`src/rtl/chsel_pkg.sv`:
```
package chsel_pkg;
  localparam int CH_N   = 4;
  localparam int BYTE_W = 2 * CH_N;

  typedef enum logic [2:0] {
    ST_IDLE,
    ST_ADDR,
    ST_AACK,
    ST_WR,
    ST_WACK,
    ST_RD,
    ST_RACK,
    ST_SKIP
  } slv_state_t;
endpackage

```
`src/rtl/chsel_line_filter.sv`:
```
module chsel_line_filter #(
  parameter int   FILT_LEN = 6,
  parameter logic RST_VAL  = 1'b1
) (
  input  logic clk,
  input  logic rst,
  input  logic din,
  output logic dout
);
  localparam int CNT_W = $clog2(FILT_LEN + 1);

  logic             sy1, sy2;
  logic [CNT_W-1:0] run_cnt;

  always_ff @(posedge clk) begin
    if (rst) begin
      sy1     <= RST_VAL;
      sy2     <= RST_VAL;
      dout    <= RST_VAL;
      run_cnt <= '0;
    end else begin
      sy1 <= din;
      sy2 <= sy1;
      if (sy2 == dout) begin
        run_cnt <= '0;
      end else if (run_cnt == CNT_W'(FILT_LEN - 1)) begin
        dout    <= sy2;
        run_cnt <= '0;
      end else begin
        run_cnt <= run_cnt + 1'b1;
      end
    end
  end
endmodule

```
`src/rtl/chsel_bus_events.sv`:
```
module chsel_bus_events (
  input  logic clk,
  input  logic rst,
  input  logic scl_f,
  input  logic sda_f,
  output logic ev_start,
  output logic ev_stop,
  output logic ev_rise,
  output logic ev_fall
);
  logic scl_q, sda_q;

  always_ff @(posedge clk) begin
    if (rst) begin
      scl_q <= 1'b1;
      sda_q <= 1'b1;
    end else begin
      scl_q <= scl_f;
      sda_q <= sda_f;
    end
  end

  assign ev_start = scl_f & scl_q & sda_q & ~sda_f;
  assign ev_stop  = scl_f & scl_q & ~sda_q & sda_f;
  assign ev_rise  = scl_f & ~scl_q;
  assign ev_fall  = ~scl_f & scl_q;
endmodule

```
`src/rtl/chsel_slave_fsm.sv`:
```
module chsel_slave_fsm
  import chsel_pkg::*;
#(
  parameter logic [4:0] ADDR_FIX = 5'b11100
) (
  input  logic            clk,
  input  logic            rst,
  input  logic [1:0]      addr_pins,
  input  logic            sda_f,
  input  logic            ev_start,
  input  logic            ev_stop,
  input  logic            ev_rise,
  input  logic            ev_fall,
  input  logic [CH_N-1:0] irq_live,
  output logic            sda_pull,
  output logic [CH_N-1:0] chan_en
);
  localparam int CNT_W = $clog2(BYTE_W + 1);

  slv_state_t        state;
  logic [CNT_W-1:0]  bit_cnt;
  logic [BYTE_W-1:0] shreg;
  logic [BYTE_W-1:0] txreg;
  logic [BYTE_W-1:0] ctrl;
  logic              rw_bit;
  logic              mst_nack;
  logic [BYTE_W-1:0] rd_byte;
  logic              byte_end;
  logic              addr_hit;

  assign rd_byte  = {irq_live, ctrl[CH_N-1:0]};
  assign byte_end = ev_fall && (bit_cnt == CNT_W'(BYTE_W));
  assign addr_hit = (shreg[BYTE_W-1:1] == {ADDR_FIX, addr_pins});

  always_ff @(posedge clk) begin
    if (rst) begin
      state    <= ST_IDLE;
      bit_cnt  <= '0;
      shreg    <= '0;
      txreg    <= '0;
      ctrl     <= '0;
      rw_bit   <= 1'b0;
      mst_nack <= 1'b0;
      sda_pull <= 1'b0;
      chan_en  <= '0;
    end else if (ev_stop) begin
      state    <= ST_IDLE;
      sda_pull <= 1'b0;
      chan_en  <= ctrl[CH_N-1:0];
    end else if (ev_start) begin
      state    <= ST_ADDR;
      bit_cnt  <= '0;
      sda_pull <= 1'b0;
    end else begin
      unique case (state)
        ST_ADDR: begin
          if (ev_rise) begin
            shreg   <= {shreg[BYTE_W-2:0], sda_f};
            bit_cnt <= bit_cnt + 1'b1;
          end else if (byte_end) begin
            if (addr_hit) begin
              rw_bit   <= shreg[0];
              sda_pull <= 1'b1;
              state    <= ST_AACK;
            end else begin
              state <= ST_SKIP;
            end
          end
        end
        ST_AACK: begin
          if (ev_fall) begin
            bit_cnt <= '0;
            if (rw_bit) begin
              txreg    <= rd_byte;
              sda_pull <= ~rd_byte[BYTE_W-1];
              state    <= ST_RD;
            end else begin
              sda_pull <= 1'b0;
              state    <= ST_WR;
            end
          end
        end
        ST_WR: begin
          if (ev_rise) begin
            shreg   <= {shreg[BYTE_W-2:0], sda_f};
            bit_cnt <= bit_cnt + 1'b1;
          end else if (byte_end) begin
            ctrl     <= shreg;
            sda_pull <= 1'b1;
            state    <= ST_WACK;
          end
        end
        ST_WACK: begin
          if (ev_fall) begin
            sda_pull <= 1'b0;
            bit_cnt  <= '0;
            state    <= ST_WR;
          end
        end
        ST_RD: begin
          if (ev_rise) begin
            bit_cnt <= bit_cnt + 1'b1;
          end else if (byte_end) begin
            sda_pull <= 1'b0;
            state    <= ST_RACK;
          end else if (ev_fall) begin
            txreg    <= {txreg[BYTE_W-2:0], 1'b0};
            sda_pull <= ~txreg[BYTE_W-2];
          end
        end
        ST_RACK: begin
          if (ev_rise) begin
            mst_nack <= sda_f;
          end else if (ev_fall) begin
            if (mst_nack) begin
              state <= ST_SKIP;
            end else begin
              bit_cnt  <= '0;
              txreg    <= rd_byte;
              sda_pull <= ~rd_byte[BYTE_W-1];
              state    <= ST_RD;
            end
          end
        end
        default: ;
      endcase
    end
  end
endmodule

```
`src/rtl/chsel_ctrl.sv`:
```
module chsel_ctrl
  import chsel_pkg::*;
#(
  parameter int         FILT_LEN = 6,
  parameter logic [4:0] ADDR_FIX = 5'b11100
) (
  input  logic            clk,
  input  logic            rst,
  input  logic [1:0]      addr_pins,
  input  logic            scl_in,
  input  logic            sda_in,
  input  logic [CH_N-1:0] irq_req,
  output logic            sda_pull,
  output logic [CH_N-1:0] chan_en
);
  logic            scl_flt, sda_flt;
  logic            ev_start, ev_stop, ev_rise, ev_fall;
  logic [CH_N-1:0] irq_flt;

  chsel_line_filter #(.FILT_LEN(FILT_LEN), .RST_VAL(1'b1)) u_scl_flt (
    .clk(clk), .rst(rst), .din(scl_in), .dout(scl_flt)
  );

  chsel_line_filter #(.FILT_LEN(FILT_LEN), .RST_VAL(1'b1)) u_sda_flt (
    .clk(clk), .rst(rst), .din(sda_in), .dout(sda_flt)
  );

  for (genvar g = 0; g < CH_N; g++) begin : g_irq
    chsel_line_filter #(.FILT_LEN(FILT_LEN), .RST_VAL(1'b0)) u_irq_flt (
      .clk(clk), .rst(rst), .din(irq_req[g]), .dout(irq_flt[g])
    );
  end

  chsel_bus_events u_events (
    .clk(clk), .rst(rst), .scl_f(scl_flt), .sda_f(sda_flt),
    .ev_start(ev_start), .ev_stop(ev_stop), .ev_rise(ev_rise), .ev_fall(ev_fall)
  );

  chsel_slave_fsm #(.ADDR_FIX(ADDR_FIX)) u_fsm (
    .clk(clk), .rst(rst), .addr_pins(addr_pins), .sda_f(sda_flt),
    .ev_start(ev_start), .ev_stop(ev_stop), .ev_rise(ev_rise), .ev_fall(ev_fall),
    .irq_live(irq_flt), .sda_pull(sda_pull), .chan_en(chan_en)
  );
endmodule

```
`config.mk`:
```
export PLATFORM = sky130hd
export DESIGN_NAME = chsel_ctrl
export DESIGN_NICKNAME = d
export VERILOG_FILES = /design/src/rtl/chsel_pkg.sv /design/src/rtl/chsel_line_filter.sv /design/src/rtl/chsel_bus_events.sv /design/src/rtl/chsel_slave_fsm.sv /design/src/rtl/chsel_ctrl.sv
export SDC_FILE = /design/constraint.sdc
export NUM_CORES = 1
export LEC_CHECK = 0
export BUFFER_PORTS_ARGS = -buffer_cell sky130_fd_sc_hd__buf_2
export CELL_PAD_IN_SITES_DETAIL_PLACEMENT = 1
export CELL_PAD_IN_SITES_GLOBAL_PLACEMENT = 2
export CORE_MARGIN = 4
export CORE_UTILIZATION = 39
export CTS_BUF_LIST = sky130_fd_sc_hd__clkbuf_8
export DETAILED_ROUTE_END_ITERATION = 10
export PLACE_DENSITY = 0.78
export SLEW_MARGIN = 5
export SYNTH_ARGS = -nofsm -noshare
export SYNTH_HDL_FRONTEND = slang
export SYNTH_SLANG_ARGS = --single-unit
```
`constraint.sdc`:
```
create_clock -name clk -period 2.5 [get_ports clk]
set_clock_uncertainty 0.1 [all_clocks]
set_input_delay 0.5 -clock clk [delete_from_list [all_inputs] [get_ports clk]]
set_output_delay 0.5 -clock clk [all_outputs]
set_load 0.03 [all_outputs]
```
==> results.txt <==
Detailed Routing Iterations Pass 1 -> 5
syn nets -> 383
Worst-Skew Late Latency -> 350 ps
Post-synth ARST share -> 0
Post-synth EDFFs -> 0
Placeable Area -> 7770 um^2
Data arrival, critical path -> 2210 ps
worst r2r src -> u_fsm.state[2]$_SDFFE_PP0P_
CP Data Required Time -> 2660 ps
startpoint types -> flop
Post CTS Setup Buffer Count -> 0
Root Driver -> clkbuf_8
Hold Crit Class -> in2reg
drt via density -> 5.09
largest net degree at the start of global routing -> 36
post-DP HPWL -> 4.84 mm
status -> finished clean
multiplexer share of the synthesized area -> 0.0484
initial antenna violation count -> 0
FMAX -> 488 MHz
CTS tree -> done
number of global-route vias before repair -> 2,521
R2R Path End -> u_fsm.txreg[1]$_SDFFE_PP0P_
ys flop type -> dfxtp_1
Final Critical Period -> 2050 ps
Post-DP Area -> 3290 um^2
Initial DRC Count -> 93
Final setup viols -> 0
Synth Instances -> 359
vias -> 2,444
grt total ovfl -> 0
synth unique cells -> 42
cts repair resizes -> 0
post-synth top area share -> 0.454
Post-Synth Adder-Cell Area -> 0.0560
sequential area share after synthesis -> 0.454
Peak VDD IR -> 0.000237 V
Synth warnings -> 0
FF+latch count, synth -> 71
post-route ant nets -> 0
number of remaining DRC errors -> 0
clock slew at reported path FFs -> 80 ps
Place WS -> 478 ps
die area -> 9520 um^2
crit path from -> u_fsm.state[2]$_SDFFE_PP0P_
clk buf depth -> 2
final wirelength -> 6.73 mm
# hold bufs at CTS -> 0
RSZ-0062 raised after global routing -> false
Mapped Area -> 3130 um^2
Worst R2R Setup Slack -> 450 ps
I/O Buffers -> 14
CP Capture Point -> u_fsm.txreg[1]$_SDFFE_PP0P_
htree depth -> 3
xor and xnor area share after synthesis -> 0.0252
Tightest Pin Transition -> 654 ps
critical setup path kind -> reg2reg
number of buffers created by CTS -> 9
RePlAce Congestion -> 0.815
clock sinks -> 71
share of layout cells above drive strength 1 -> 0.148
DIE HEIGHT -> 97.6 um
pwr dens -> 611 nW/um^2
setup tns final -> 0 ps
Post-Synth Simple-Gate Area -> 0.252
cell row count -> 32
Static Leak -> 0.00133 uW
Slew HR -> 0.564
post-synthesis compound-gate area fraction -> 0.124
Synth Area per Inst -> 8.72 um^2
area grow syn2layout -> 11.5%
crit share post-route -> 0.819
Hold WS -> 232 ps
CP Max Fanout -> 14
cell taking the most area after synthesis -> dfxtp_1
Hold Violations, Final -> 0
Crit. End Element -> flop
r2r worst-path depth -> 6
Wirelength per Cell -> 14.0 um
Ports -> 15
Final WS setup -> 452 ps
Die Wd -> 97.6 um
post-route cell area -> 3490 um^2
starting density of the core -> 0.403
ANT cells -> 0
first-pass GRT wire length -> 11.8 mm
total power -> 2130 uW
Synth area leaders -> dfxtp_1 45%, nand2_1 5.8%, nor2_1 5.8%
nets -> 397
total track usage -> 0.150
Slew Viols, Final -> 0
largest family of logic cells by synthesized area -> simple AND/OR/NAND/NOR gates
maxcap violations -> 0
[flip-flops by register name (all words and copies together), names as in the netlist, 3 cells and up]
name,cells
g_irq.u_irq_flt.dout,4
g_irq.u_irq_flt.sy1,4
u_fsm.txreg,7
g_irq.u_irq_flt.run_cnt,12
u_fsm.chan_en,4
g_irq.u_irq_flt.sy2,4
u_fsm.bit_cnt,4
u_sda_flt.run_cnt,3
u_fsm.shreg,8
u_scl_flt.run_cnt,3
u_fsm.state,3
u_fsm.ctrl,4
[cells by family after synthesis]
family | count (synthesis)
flops | 71
simple gates | 166
fa+ha+maj | 14
compound gates | 55
xor+xnor | 9
mux | 15
buf+inv | 29
[per-layer routing]
layer / share of wire / up-vias / wire (um) / track usage
li1: - / 1236 / - / -
met4: 0.018 / 0 / 119 / 0.0607
met3: 0.025 / 9 / 169 / 0.0294
met2: 0.45 / 24 / 3040 / 0.241
met5: 0 / - / 0 / 0
met1: 0.51 / 1175 / 3400 / 0.197
[Yosys cell counts, types with 3 or more instances]
cell type	n
a31oi_1	3
nor2_2	3
nand2b_1	7
nand3_1	16
ha_1	14
and3_1	3
xnor2_1	8
a21oi_1	25
buf_2	4
nor2b_1	12
nor2_1	48
a211oi_1	3
inv_1	12
a311oi_1	4
a311oi_2	3
clkbuf_1	11
or2_2	9
dfxtp_1	71
o21ai_0	8
mux2i_1	14
nor3_1	11
nand2_1	48
[placed cells by master, fill, tap and decap left out, types with 2 or more instances in the layout]
cell type | synthesis | routed
a211o_1 | 2 | 2
a211oi_1 | 3 | 3
a21oi_1 | 25 | 25
a311oi_1 | 4 | 4
a311oi_2 | 3 | 3
a31oi_1 | 3 | 3
and3_1 | 3 | 3
buf_2 | 4 | 14
buf_4 | 1 | 6
clkbuf_8 | 0 | 10
clkinv_2 | 0 | 2
dfxtp_1 | 71 | 71
ha_1 | 14 | 14
inv_1 | 12 | 13
mux2i_1 | 14 | 14
nand2_1 | 48 | 48
nand2b_1 | 7 | 7
nand3_1 | 16 | 16
nor2_1 | 48 | 48
nor2_2 | 3 | 3
nor2b_1 | 12 | 12
nor3_1 | 11 | 11
nor3b_1 | 2 | 2
o21ai_0 | 8 | 8
or2_2 | 9 | 9
xnor2_1 | 8 | 8
[critical path, stage by stage (launching register included)]
cell and delay, ps:
dfxtp_1 660, nand3b_4 190, o21bai_4 230, a211oi_4 230, buf_4 250, nor2_2 50, a311oi_2 230
[area by class of cell]
class                   instances  area (um^2)
clock buffers                  10          138
clock inverters                 6         60.1
fillers                       954         4280
inverters                      12         45.0
multi-input cells             259         1580
flip-flops and latches         71         1420
well taps                     102          128
repair buffers                 20          115
[where the power goes]
part,total [uW],internal [uW],switching (uW)
Sequential,1150,1140,5.97
Clock,935,485,451
Combinational,49.7,20.1,29.7
[how the worst min path moves through the flow]
| stage | to | depth (start not counted) | from | slack, ps |
|---|---|---|---|---|
| after floorplan | u_scl_flt.sy2$_SDFF_PP1_ | 1 | u_scl_flt.sy1$_SDFF_PP1_ | 290 |
| after global placement | u_scl_flt.sy2$_SDFF_PP1_ | 1 | u_scl_flt.sy1$_SDFF_PP1_ | 290 |
| after detailed placement | u_sda_flt.sy2$_SDFF_PP1_ | 1 | u_sda_flt.sy1$_SDFF_PP1_ | 320 |
| after CTS | u_scl_flt.sy1$_SDFF_PP1_ | 2 | scl_in | 230 |
| after global routing | u_scl_flt.sy1$_SDFF_PP1_ | 2 | scl_in | 240 |
| final | u_scl_flt.sy1$_SDFF_PP1_ | 2 | scl_in | 230 |
[metrics by stage]
step	std cells	util
floorplan	359	-
global placement	464	0.424
detailed placement	464	0.424
CTS	480	0.449
global route	480	0.449
finish	480	0.449
Power figures use the tool's default switching activity.
